===== config.mk =====
export PLATFORM = sky130hd
export DESIGN_NAME = lin_hdr_tx
export DESIGN_NICKNAME = d
export VERILOG_FILES = /design/src/rtl/lin_hdr_pkg.sv /design/src/rtl/lin_bit_timer.sv /design/src/rtl/lin_hdr_seq.sv /design/src/rtl/lin_bit_monitor.sv /design/src/rtl/lin_hdr_tx.sv
export SDC_FILE = /design/constraint.sdc
export NUM_CORES = 1
export LEC_CHECK = 0
export CAP_MARGIN = 20
export CORE_UTILIZATION = 54
export CTS_CLUSTER_SIZE = 28
export DETAILED_ROUTE_END_ITERATION = 10
export PLACE_DENSITY = 0.79
export SYNTH_ARGS = -nofsm -noshare
export SYNTH_HDL_FRONTEND = slang
export SYNTH_SLANG_ARGS = --single-unit

===== constraint.sdc =====
create_clock -name clk -period 2.6 [get_ports clk]
set_clock_uncertainty 0.05 [all_clocks]
set_input_delay 0.39 -clock clk [delete_from_list [all_inputs] [get_ports clk]]
set_output_delay 0.39 -clock clk [all_outputs]
set_load 0.02 [all_outputs]

===== src/rtl/lin_hdr_pkg.sv =====
package lin_hdr_pkg;

    // Header content phases on the wire
    typedef enum logic [2:0] {
        PH_IDLE,
        PH_BREAK,
        PH_DELIM,
        PH_SYNC,
        PH_PID
    } phase_e;

    // Header composition after decoding the select field
    typedef enum logic [1:0] {
        HK_BRK      = 2'd0,
        HK_BRK_SYNC = 2'd1,
        HK_FULL     = 2'd2
    } hdr_kind_e;

    localparam int BRK_EXT_W  = 3;
    localparam int ID_W       = 6;
    localparam int BRK_BASE   = 8;
    localparam int FRAME_BITS = 10;
    localparam int CNT_W      = 4;
    localparam logic [7:0] SYNC_BYTE = 8'h55;

    // Configuration captured when a header starts
    typedef struct packed {
        logic [BRK_EXT_W-1:0] brk_ext;
        hdr_kind_e            kind;
        logic [ID_W-1:0]      ident;
    } hdr_cfg_t;

    // Code 11 is folded onto the full header
    function automatic hdr_kind_e decode_sel(input logic [1:0] sel);
        case (sel)
            2'b00:   return HK_BRK;
            2'b01:   return HK_BRK_SYNC;
            default: return HK_FULL;
        endcase
    endfunction

    // Protected identifier: two parity bits above the six ID bits
    function automatic logic [7:0] make_pid(input logic [ID_W-1:0] id);
        logic p0;
        logic p1;
        p0 = id[0] ^ id[1] ^ id[2] ^ id[4];
        p1 = ~(id[1] ^ id[3] ^ id[4] ^ id[5]);
        return {p1, p0, id};
    endfunction

    // Start bit in position 0, stop bit on top, shifted out from bit 0
    function automatic logic [FRAME_BITS-1:0] make_frame(input logic [7:0] b);
        return {1'b1, b, 1'b0};
    endfunction

endpackage


===== src/rtl/lin_bit_timer.sv =====
module lin_bit_timer #(
    parameter int OVS = 4
) (
    input  logic clk,
    input  logic rst,
    input  logic run,
    input  logic tick,
    output logic mid_pt,
    output logic bit_end
);
    localparam int SUB_W = (OVS > 1) ? $clog2(OVS) : 1;
    localparam logic [SUB_W-1:0] LAST = SUB_W'(OVS - 1);
    localparam logic [SUB_W-1:0] MID  = SUB_W'(OVS / 2);

    logic [SUB_W-1:0] sub_q;

    // Sub-bit position; held at zero whenever no header is in flight
    always_ff @(posedge clk) begin
        if (rst || !run) begin
            sub_q <= '0;
        end else if (tick) begin
            sub_q <= (sub_q == LAST) ? '0 : sub_q + 1'b1;
        end
    end

    assign mid_pt  = run && tick && (sub_q == MID);
    assign bit_end = run && tick && (sub_q == LAST);

    AST_SUB_RANGE: assert property (@(posedge clk) disable iff (rst)
        int'(sub_q) < OVS);

endmodule


===== src/rtl/lin_hdr_seq.sv =====
module lin_hdr_seq
    import lin_hdr_pkg::*;
(
    input  logic     clk,
    input  logic     rst,
    input  logic     start_req,
    input  hdr_cfg_t cfg_in,
    input  logic     bit_end,
    output logic     busy,
    output logic     txd,
    output logic     finish
);
    localparam logic [CNT_W-1:0] FRAME_LAST = CNT_W'(FRAME_BITS - 1);

    phase_e                phase_q, phase_d;
    hdr_cfg_t              cfg_q, cfg_d;
    logic [CNT_W-1:0]      cnt_q, cnt_d;
    logic [FRAME_BITS-1:0] sh_q, sh_d;
    logic [CNT_W-1:0]      brk_last;

    assign brk_last = CNT_W'(BRK_BASE - 1) + {1'b0, cfg_q.brk_ext};

    always_comb begin
        phase_d = phase_q;
        cfg_d   = cfg_q;
        cnt_d   = cnt_q;
        sh_d    = sh_q;
        finish  = 1'b0;
        case (phase_q)
            PH_IDLE: begin
                if (start_req) begin
                    phase_d = PH_BREAK;
                    cfg_d   = cfg_in;
                    cnt_d   = '0;
                end
            end
            PH_BREAK: begin
                if (bit_end) begin
                    if (cnt_q == brk_last) begin
                        cnt_d = '0;
                        if (cfg_q.kind == HK_BRK) begin
                            phase_d = PH_IDLE;
                            finish  = 1'b1;
                        end else begin
                            phase_d = PH_DELIM;
                        end
                    end else begin
                        cnt_d = cnt_q + 1'b1;
                    end
                end
            end
            PH_DELIM: begin
                if (bit_end) begin
                    phase_d = PH_SYNC;
                    sh_d    = make_frame(SYNC_BYTE);
                    cnt_d   = '0;
                end
            end
            PH_SYNC, PH_PID: begin
                if (bit_end) begin
                    if (cnt_q == FRAME_LAST) begin
                        cnt_d = '0;
                        if (phase_q == PH_SYNC && cfg_q.kind == HK_FULL) begin
                            phase_d = PH_PID;
                            sh_d    = make_frame(make_pid(cfg_q.ident));
                        end else begin
                            phase_d = PH_IDLE;
                            sh_d    = '1;
                            finish  = 1'b1;
                        end
                    end else begin
                        cnt_d = cnt_q + 1'b1;
                        sh_d  = {1'b1, sh_q[FRAME_BITS-1:1]};
                    end
                end
            end
            default: phase_d = PH_IDLE;
        endcase
    end

    always_ff @(posedge clk) begin
        if (rst) begin
            phase_q <= PH_IDLE;
            cfg_q   <= '0;
            cnt_q   <= '0;
            sh_q    <= '1;
        end else begin
            phase_q <= phase_d;
            cfg_q   <= cfg_d;
            cnt_q   <= cnt_d;
            sh_q    <= sh_d;
        end
    end

    assign busy = (phase_q != PH_IDLE);

    always_comb begin
        case (phase_q)
            PH_BREAK:        txd = 1'b0;
            PH_SYNC, PH_PID: txd = sh_q[0];
            default:         txd = 1'b1;
        endcase
    end

    AST_BRK_BOUND: assert property (@(posedge clk) disable iff (rst)
        (phase_q == PH_BREAK) |-> (cnt_q <= brk_last));

    AST_CFG_HOLD: assert property (@(posedge clk) disable iff (rst)
        (busy && start_req) |=> $stable(cfg_q));

    AST_FRAME_BOUND: assert property (@(posedge clk) disable iff (rst)
        (phase_q == PH_SYNC || phase_q == PH_PID) |-> (cnt_q <= FRAME_LAST));

endmodule


===== src/rtl/lin_bit_monitor.sv =====
module lin_bit_monitor (
    input  logic clk,
    input  logic rst,
    input  logic mid_pt,
    input  logic berr_en,
    input  logic rxd,
    input  logic txd,
    input  logic finish,
    input  logic clr_done,
    input  logic clr_berr,
    output logic done,
    output logic berr
);
    logic done_q;
    logic berr_q;
    logic mismatch;

    // mid_pt only fires while a header is in flight
    assign mismatch = berr_en && mid_pt && (rxd != txd);

    always_ff @(posedge clk) begin
        if (rst) begin
            done_q <= 1'b0;
            berr_q <= 1'b0;
        end else begin
            if (finish)        done_q <= 1'b1;
            else if (clr_done) done_q <= 1'b0;
            if (mismatch)      berr_q <= 1'b1;
            else if (clr_berr) berr_q <= 1'b0;
        end
    end

    assign done = done_q;
    assign berr = berr_q;

    AST_BERR_STICKY: assert property (@(posedge clk) disable iff (rst)
        ($past(berr_q) && !$past(clr_berr)) |-> berr_q);

    AST_BERR_QUIET: assert property (@(posedge clk) disable iff (rst)
        (!$past(berr_q) && !$past(berr_en)) |-> !berr_q);

    AST_DONE_SET: assert property (@(posedge clk) disable iff (rst)
        $past(finish) |-> done_q);

endmodule


===== src/rtl/lin_hdr_tx.sv =====
module lin_hdr_tx
    import lin_hdr_pkg::*;
#(
    parameter int OVS = 4
) (
    input  logic       clk,
    input  logic       rst,
    input  logic       baud_tick,
    input  logic       start_wr,
    input  logic [1:0] hdr_sel,
    input  logic [2:0] brk_ext,
    input  logic [5:0] ident,
    input  logic       berr_en,
    input  logic       clr_done,
    input  logic       clr_berr,
    input  logic       rxd,
    output logic       txd,
    output logic       trig,
    output logic       done,
    output logic       berr
);
    hdr_cfg_t cfg_in;
    logic     busy;
    logic     mid_pt;
    logic     bit_end;
    logic     finish;
    logic     line;

    assign cfg_in = '{brk_ext: brk_ext, kind: decode_sel(hdr_sel), ident: ident};

    lin_bit_timer #(.OVS(OVS)) u_timer (
        .clk     (clk),
        .rst     (rst),
        .run     (busy),
        .tick    (baud_tick),
        .mid_pt  (mid_pt),
        .bit_end (bit_end)
    );

    lin_hdr_seq u_seq (
        .clk       (clk),
        .rst       (rst),
        .start_req (start_wr),
        .cfg_in    (cfg_in),
        .bit_end   (bit_end),
        .busy      (busy),
        .txd       (line),
        .finish    (finish)
    );

    lin_bit_monitor u_mon (
        .clk      (clk),
        .rst      (rst),
        .mid_pt   (mid_pt),
        .berr_en  (berr_en),
        .rxd      (rxd),
        .txd      (line),
        .finish   (finish),
        .clr_done (clr_done),
        .clr_berr (clr_berr),
        .done     (done),
        .berr     (berr)
    );

    assign txd  = line;
    assign trig = busy;

    AST_IDLE_HIGH: assert property (@(posedge clk) disable iff (rst)
        !trig |-> txd);

    AST_START_TAKEN: assert property (@(posedge clk) disable iff (rst)
        (!trig && start_wr) |=> trig);

endmodule


==> key figures, run 1 <==
CTS
  • Post_cts resized: 0
  • Clock buffer depth: 2
  • Clock root cell: clkbuf_4
  • H-Tree Depth: 2
  • CTS tree: built
  • Skew-Pair Late Insertion Delay: 330 ps
  • Clock buffer count from CTS: 5
  • Worst-path clk slew: 90 ps
  • Sinks on the clock net: 31
  • Post-CTS Hold Fix Bufs: 0
  • Setup repair bufs after CTS: 0

Yosys
  • Avg Inst Size Synth: around 8.0 um2
  • Syn Nets: 237
  • Sequential cell area fraction in the yosys report: 36.4%
  • #FFs+latches synth: 31
  • Top FF cell, synth: dfxtp_1
  • Unique masters post-synth: 45
  • Cells after Synth: between 200 and 250
  • Mapped Area: 0.00171 mm2
  • Post-synth EDFFs: 0
  • Ys async rst share: 0%
  • Syn. warnings: 0

Route
  • Total vias in the final route: 1531
  • Detailed Route Iter0 Violations: 52
  • Average wire per standard cell: 12.3 um
  • Drt drc: 0
  • Routed WL: around 3500 um
  • Antenna Nets Post-Route: 0
  • DRT Pass-1 Iters: 4
  • Vias per cell: 5.45

Worst setup path
  • Critical setup path kind: reg -> out
  • Worst Setup Start Kind: flip-flop
  • Crit path buf inv count: 1
  • CP max stage cell: clkdlybuf4s50_1
  • Ordered cell list for the critical path: nor2b_1 -> nor2_1 -> o22a_1 -> clkdlybuf4s50_1
  • CP required: 2160 ps
  • Slowest cell delay on critical path: 540 ps
  • Worst path top cell family by delay: buffers and inverters
  • Crit path DAT: just under 2000 ps
  • Max FO, Critical Path: 11
  • Worst setup EP type: output port

Power and ir drop
  • PwrDens: roughly 630 mW/mm2
  • Clock share of power: 24.8%
  • Power Total: 1.28 mW
  • Int Power: about 0.86 mW
  • Sw frac: 32.8%
  • Switch Pwr: 0.420 mW
  • Static leakage: between 0.7 and 0.8 nW
  • Combinational share of power: 30.5%
  • Register share of total power: approximately 45%
  • VDD IR-drop max: 0.415 mV

Placed design
  • DP HPWL: 2570 um
  • PortBufs: 22
  • Placer Congestion: 0.831

Global routing
  • Largest net degree at the start of global routing: 21
  • GR Util All Layers: between 20% and 30%
  • Grt ovf: 0
  • First-pass GRT wire length: 5710 um
  • Vias in the first global route: around 1300
  • Initial antenna violation count: 0

Floorplanning
  • Starting Density: 56.4%
  • Die area: around 0.0034 mm2
  • Core footprint: 0.00303 mm2
  • Chip height: 58.2 um
  • # IOs: 23
  • DIE WIDTH: 58.2 um
  • Num rows: 20

Cells and area
  • Final core utilization: ~67%
  • Area Overhead vs Synth: 19.4%
  • # diodes: 0
  • Layout cell share with drive strength beyond 1: 8.86%
  • Fin nets: 260

STA
  • Rel. slew slack: between 40% and 50%
  • Hold_ws: 411 ps
  • Count of pins over their slew limit: 0
  • Post-route setup TNS: 0 ps
  • Period minus WS final: 2390 ps
  • Final setup vio count: 0
  • Hold Violations, Final: 0
  • Worst-Margin Slew: 886 ps
  • Period utilization: 92.0%
  • RSZ-0062 raised after global routing: false
  • Fmax: ~420 MHz

Outcome
  • Outcome: finished clean

Worst hold path
  • Worst min path class: reg -> reg

Run
  • Max cap viols: 0
## kinds of logic after synthesis
family                   Yosys count  share of synthesized area [%]
AO/OA/AOI/OAI                     59                           21.4
XOR/XNOR                           9                           5.06
adder cells (fa/ha/maj)            5                           3.67
buffers and inverters             18                           4.33
flip-flops                        31                           36.4
multiplexers                       3                           2.05
AND/OR/NAND/NOR                   88                           27.1
## layer usage
layer,wire length (um),up-vias,GRT usage [%],share of wire [%]
met5,0,-,0,0
met4,74,0,11.2,2.1
met3,96,8,5.36,2.8
met2,1520,23,35.0,44
met1,1760,707,29.2,51
li1,-,793,-,-
## cells in the mapped netlist (all sizes together) (2+ instances only)
master / n / area share, %
ha: 5 / 3.7
nor2b: 6 / 2.2
o211ai: 5 / 2.2
nor2: 12 / 2.6
xnor2: 6 / 3.1
nor4b: 2 / 1.8
and3: 2 / 0.73
nor3: 7 / 2.7
inv: 8 / 1.8
and3b: 2 / 1.0
buf: 4 / 1.2
xor2: 3 / 2.0
o22ai: 7 / 2.6
a21oi: 25 / 7.3
clkbuf: 6 / 1.4
o21bai: 2 / 1.1
nand3: 3 / 0.88
nand2b: 3 / 1.1
and2: 3 / 1.1
dfxtp: 31 / 36
o21ai: 9 / 2.9
nand2: 41 / 9.0
nor3b: 2 / 1.2
nor4: 2 / 1.6
mux2i: 2 / 1.2
a211oi: 2 / 0.88
o221ai: 2 / 1.0
## state kept, by name, indices dropped and copies added, names as in the netlist
name	cells
u_seq.cfg_q	11
u_seq.sh_q	9
u_seq.cnt_q	4
u_seq.phase_q	3
u_timer.sub_q	2
u_mon.berr	1
u_mon.done	1
## power by group through the flow
stage | Combinational [mW] | Sequential (mW) | Clock (mW)
floorplan | 0.301 | 0.557 | 0
global placement | 0.389 | 0.582 | 0
detailed placement | 0.393 | 0.583 | 0
CTS | 0.395 | 0.571 | 0.324
global route | 0.433 | 0.579 | 0.351
finish | 0.391 | 0.572 | 0.318
## metrics by stage
step | cells | worst slack (ps) | area (um2)
final | 281 | 209 | 2040
after global routing | 281 | 41.2 | 2040
after CTS | 281 | 196 | 2040
after detailed placement | 273 | 456 | 1970
after global placement | 273 | 499 | 1970
after floorplan | 213 | 631 | 1710
## cell usage in the layout, fill, tap and decap left out, types with 6 or more instances in the layout
cell type        instances
a21oi_1                 25
clkdlybuf4s50_1         22
dfxtp_1                 31
inv_1                    8
nand2_1                 41
nor2_1                  12
nor2b_1                  6
nor3_1                   6
o21ai_0                  8
o22ai_1                  7
xnor2_1                  6
## worst reg2reg max path, cell delays in order, from the launching register on
cell	delay [ps]
dfxtp_1	380
inv_1	60
ha_1	220
xor2_2	180
nor4b_2	400
nor4_4	110
nor3_4	270
mux2_4	320
## layout make-up
class	count	area (um2)
Sequential cell	31	621
Inverter	8	30.0
Multi-Input combinational cell	164	1010
Clock buffer	8	68.8
Tap cell	44	55.1
Fill cell	282	991
Timing Repair Buffer	26	250
## worst paths after layout
| check | start | cells past startpoint | slack (ps) | end |
|---|---|---|---|---|
| hold / removal | u_mon.berr | 2 | 410 | u_mon.berr |
| setup reg to reg | u_seq.cfg_q[8] | 7 | 510 | u_seq.phase_q[0] |
| hold reg to reg | u_mon.berr | 2 | 410 | u_mon.berr |
| setup / recovery | u_seq.phase_q[0] | 4 | 210 | txd |
Note: power is estimated with default switching activity, not from simulation.
==> run 2, diff against run 1 <==
==> constraint.sdc (replaced) <==
create_clock -name clk -period 2.5 [get_ports clk]
set_clock_uncertainty 0.05 [all_clocks]
set_input_delay 0.375 -clock clk [delete_from_list [all_inputs] [get_ports clk]]
set_output_delay 0.375 -clock clk [all_outputs]
set_load 0.02 [all_outputs]
==> run 2 against run 1 <==
Against the previous run:
- sequential share of layout area shrank 0.29 points
- cell count rose by 0.36%
- final area is 1.4% higher
- count of clock-buffer cells in the layout is 2 lower
- worst setup slack lost 8.8 ps
- clock power increased by 32%
- sequential power grew 3.7%
==> key figures, run 2 (synthesis results as in run 1) <==
CTS
  • H-Tree Depth: 2 (unchanged)
  • Worst-path clk slew: 100 ps (was 90 ps)
  • Sinks on the clock net: 31 (unchanged)
  • CTS tree: built (unchanged)
  • Clock root cell: clkbuf_4 (unchanged)
  • Clock buffer depth: 2 (unchanged)
  • Clock buffer count from CTS: 5 (unchanged)
  • Skew-Pair Late Insertion Delay: 340 ps (was 330 ps)
  • Setup repair bufs after CTS: 0 (unchanged)

Cells and area
  • Layout cell share with drive strength beyond 1: 10.5% (was 8.86%)
  • Filler Cells Inserted: 269 (was 282)
  • Multi-input logic area: 0.00101 mm2 (unchanged)
  • Max FFs per register: 11 (unchanged)
  • Register area: 623 um2 (was 621 um2)
  • Largest reg by FF count: u_seq.cfg_q (unchanged)
  • Area Overhead vs Synth: 21.0% (was 19.4%)
  • Final std cells w/o fill: 282 (was 281)
  • Commonest non-fill, non-tap cells in the layout: nand2_1, dfxtp_1, a21oi_1 (unchanged)
  • # diodes: 0 (unchanged)
  • Largest regs: u_seq.cfg_q: 11 flops, u_seq.sh_q: 9 flops, u_seq.cnt_q: 4 flops (unchanged)
  • Fin nets: 261 (was 260)
  • Most common cell after layout, fill and taps aside: nand2_1 (unchanged)

Floorplanning
  • DIE WIDTH: 58.2 um (unchanged)
  • Die area: 0.00339 mm2 (unchanged)
  • Starting Density: 56.4% (unchanged)
  • Core footprint: 0.00303 mm2 (unchanged)
  • # IOs: 23 (unchanged)
  • Chip height: 58.2 um (unchanged)
  • Num rows: 20 (unchanged)

Route
  • Antenna Nets Post-Route: 0 (unchanged)
  • Drt drc: 0 (unchanged)
  • Vias per cell: 5.40 (was 5.45)
  • Average wire per standard cell: 13.1 um (was 12.3 um)
  • Total vias in the final route: 1523 (was 1531)
  • Detailed Route Iter0 Violations: 81 (was 52)
  • DRT Pass-1 Iters: 4 (unchanged)
  • Routed WL: 3700 um (was 3450 um)

STA
  • Period utilization: between 90% and 100%
  • Setup ws final: 200 ps (was 209 ps)
  • Worst-Margin Slew: 902 ps (was 886 ps)
  • Count of pins over their slew limit: 0 (unchanged)
  • Hold_ws: 415 ps (was 411 ps)
  • Rel. slew slack: 39.7% (was 40.8%)
  • Post-route setup TNS: 0 ps (unchanged)
  • Hold Violations, Final: 0 (unchanged)
  • RSZ-0062 raised after global routing: false (unchanged)
  • Period minus WS final: 2300 ps
  • Fmax: 435 MHz
  • Final setup vio count: 0 (unchanged)

Power and ir drop
  • VDD IR-drop max: 0.404 mV (was 0.415 mV)
  • Static leakage: 0.774 nW (was 0.758 nW)
  • Power Total: 1.44 mW (was 1.28 mW)
  • PwrDens: 698 mW/mm2 (was 628 mW/mm2)

Placed design
  • Placed Cells: 274 (was 273)
  • Post-place setup slack: 377 ps (was 456 ps)
  • Placer Congestion: 0.831 (about the same)
  • DP HPWL: 2690 um (was 2570 um)
  • PortBufs: 22 (unchanged)

Worst setup path
  • Worst setup startpoint: u_seq.phase_q[0] (unchanged)
  • Slack of the worst reg-to-reg path: 370 ps (was 510 ps)
  • Crit path DAT: 1870 ps (was 1950 ps)
  • CP max stage cell: clkdlybuf4s50_1 (unchanged)
  • Max FO, Critical Path: 11 (unchanged)
  • Ordered cell list for the critical path: nor2b_1 -> nor2_1 -> o22a_1 -> clkdlybuf4s50_1 (unchanged)
  • Worst Setup Start Kind: flip-flop (unchanged)
  • Worst setup EP type: output port (unchanged)
  • CP required: 2080 ps (was 2160 ps)
  • Slowest cell delay on critical path: 550 ps (was 540 ps)
  • Worst path top cell family by delay: buffers and inverters (unchanged)
  • Critical setup path kind: reg -> out (unchanged)
  • Crit path buf inv count: 1 (unchanged)
  • Worst R2R Start: u_seq.cfg_q[8] (unchanged)

Global routing
  • Vias in the first global route: 1374 (was 1282)
  • Largest net degree at the start of global routing: 15 (was 21)
  • GR Util All Layers: 24.4% (was 22.5%)
  • Grt ovf: 0 (unchanged)
  • Initial antenna violation count: 0 (unchanged)
  • First-pass GRT wire length: 6230 um (was 5710 um)

Worst hold path
  • Hold Startpoint: u_mon.berr (unchanged)
  • Worst min path class: reg -> reg (unchanged)

Outcome
  • Outcome: finished clean (unchanged)

Run
  • Max cap viols: 0 (unchanged)
-- run 2: stage by stage --
step | utilization (%) | instance area (um2)
after global placement | 65.2 | 1980
after floorplan | - | 1710
final | 68.2 | 2060
after detailed placement | 65.2 | 1980
after CTS | 68.1 | 2060
after global routing | 68.2 | 2060
-- run 2: tightest hold or removal path: stages, from the launching register on --
cell     delay, ps
dfxtp_1        320
nand2_1         50
o41ai_1         50
-- run 2: final timing paths --
kind,to,depth (start not counted)
hold / removal,u_mon.berr,2
setup reg to reg,u_seq.phase_q[0],7
hold reg to reg,u_mon.berr,2
setup / recovery,txd,4
-- run 2: repair_timing --
| item | CTS | global route |
|---|---|---|
| endpoints found under the setup margin | 0 | 1 |
| endpoints found under the hold margin | 0 | 0 |
| hold buffers | 0 | 0 |
| gates resized for setup | 0 | 2 |
-- run 2: area by class of cell --
| class | instances | share of cell area [%] |
|---|---|---|
| multi-input cells | 164 | 49.0 |
| flip-flops and latches | 31 | 30.2 |
| repair buffers | 27 | 12.5 |
| well taps | 44 | 2.67 |
| clock buffers | 6 | 2.48 |
| clock inverters | 2 | 1.70 |
| inverters | 8 | 1.45 |
-- run 2: per-layer routing --
| metal | wire length, um | share of wire (%) | track usage, % | up-vias |
|---|---|---|---|---|
| met5 | 0 | 0 | 0 | - |
| met4 | 59 | 1.6 | 8.16 | 0 |
| met3 | 144 | 3.9 | 6.92 | 7 |
| met2 | 1710 | 46 | 39.2 | 26 |
| met1 | 1780 | 48 | 31.5 | 695 |
| li1 | - | - | - | 795 |
-- run 2: power by group --
part | switching (mW) | leakage (nW) | internal [mW]
clock | 0.182 | 0.0482 | 0.236
sequential | 0.0551 | 0.253 | 0.537
combinational | 0.231 | 0.473 | 0.199
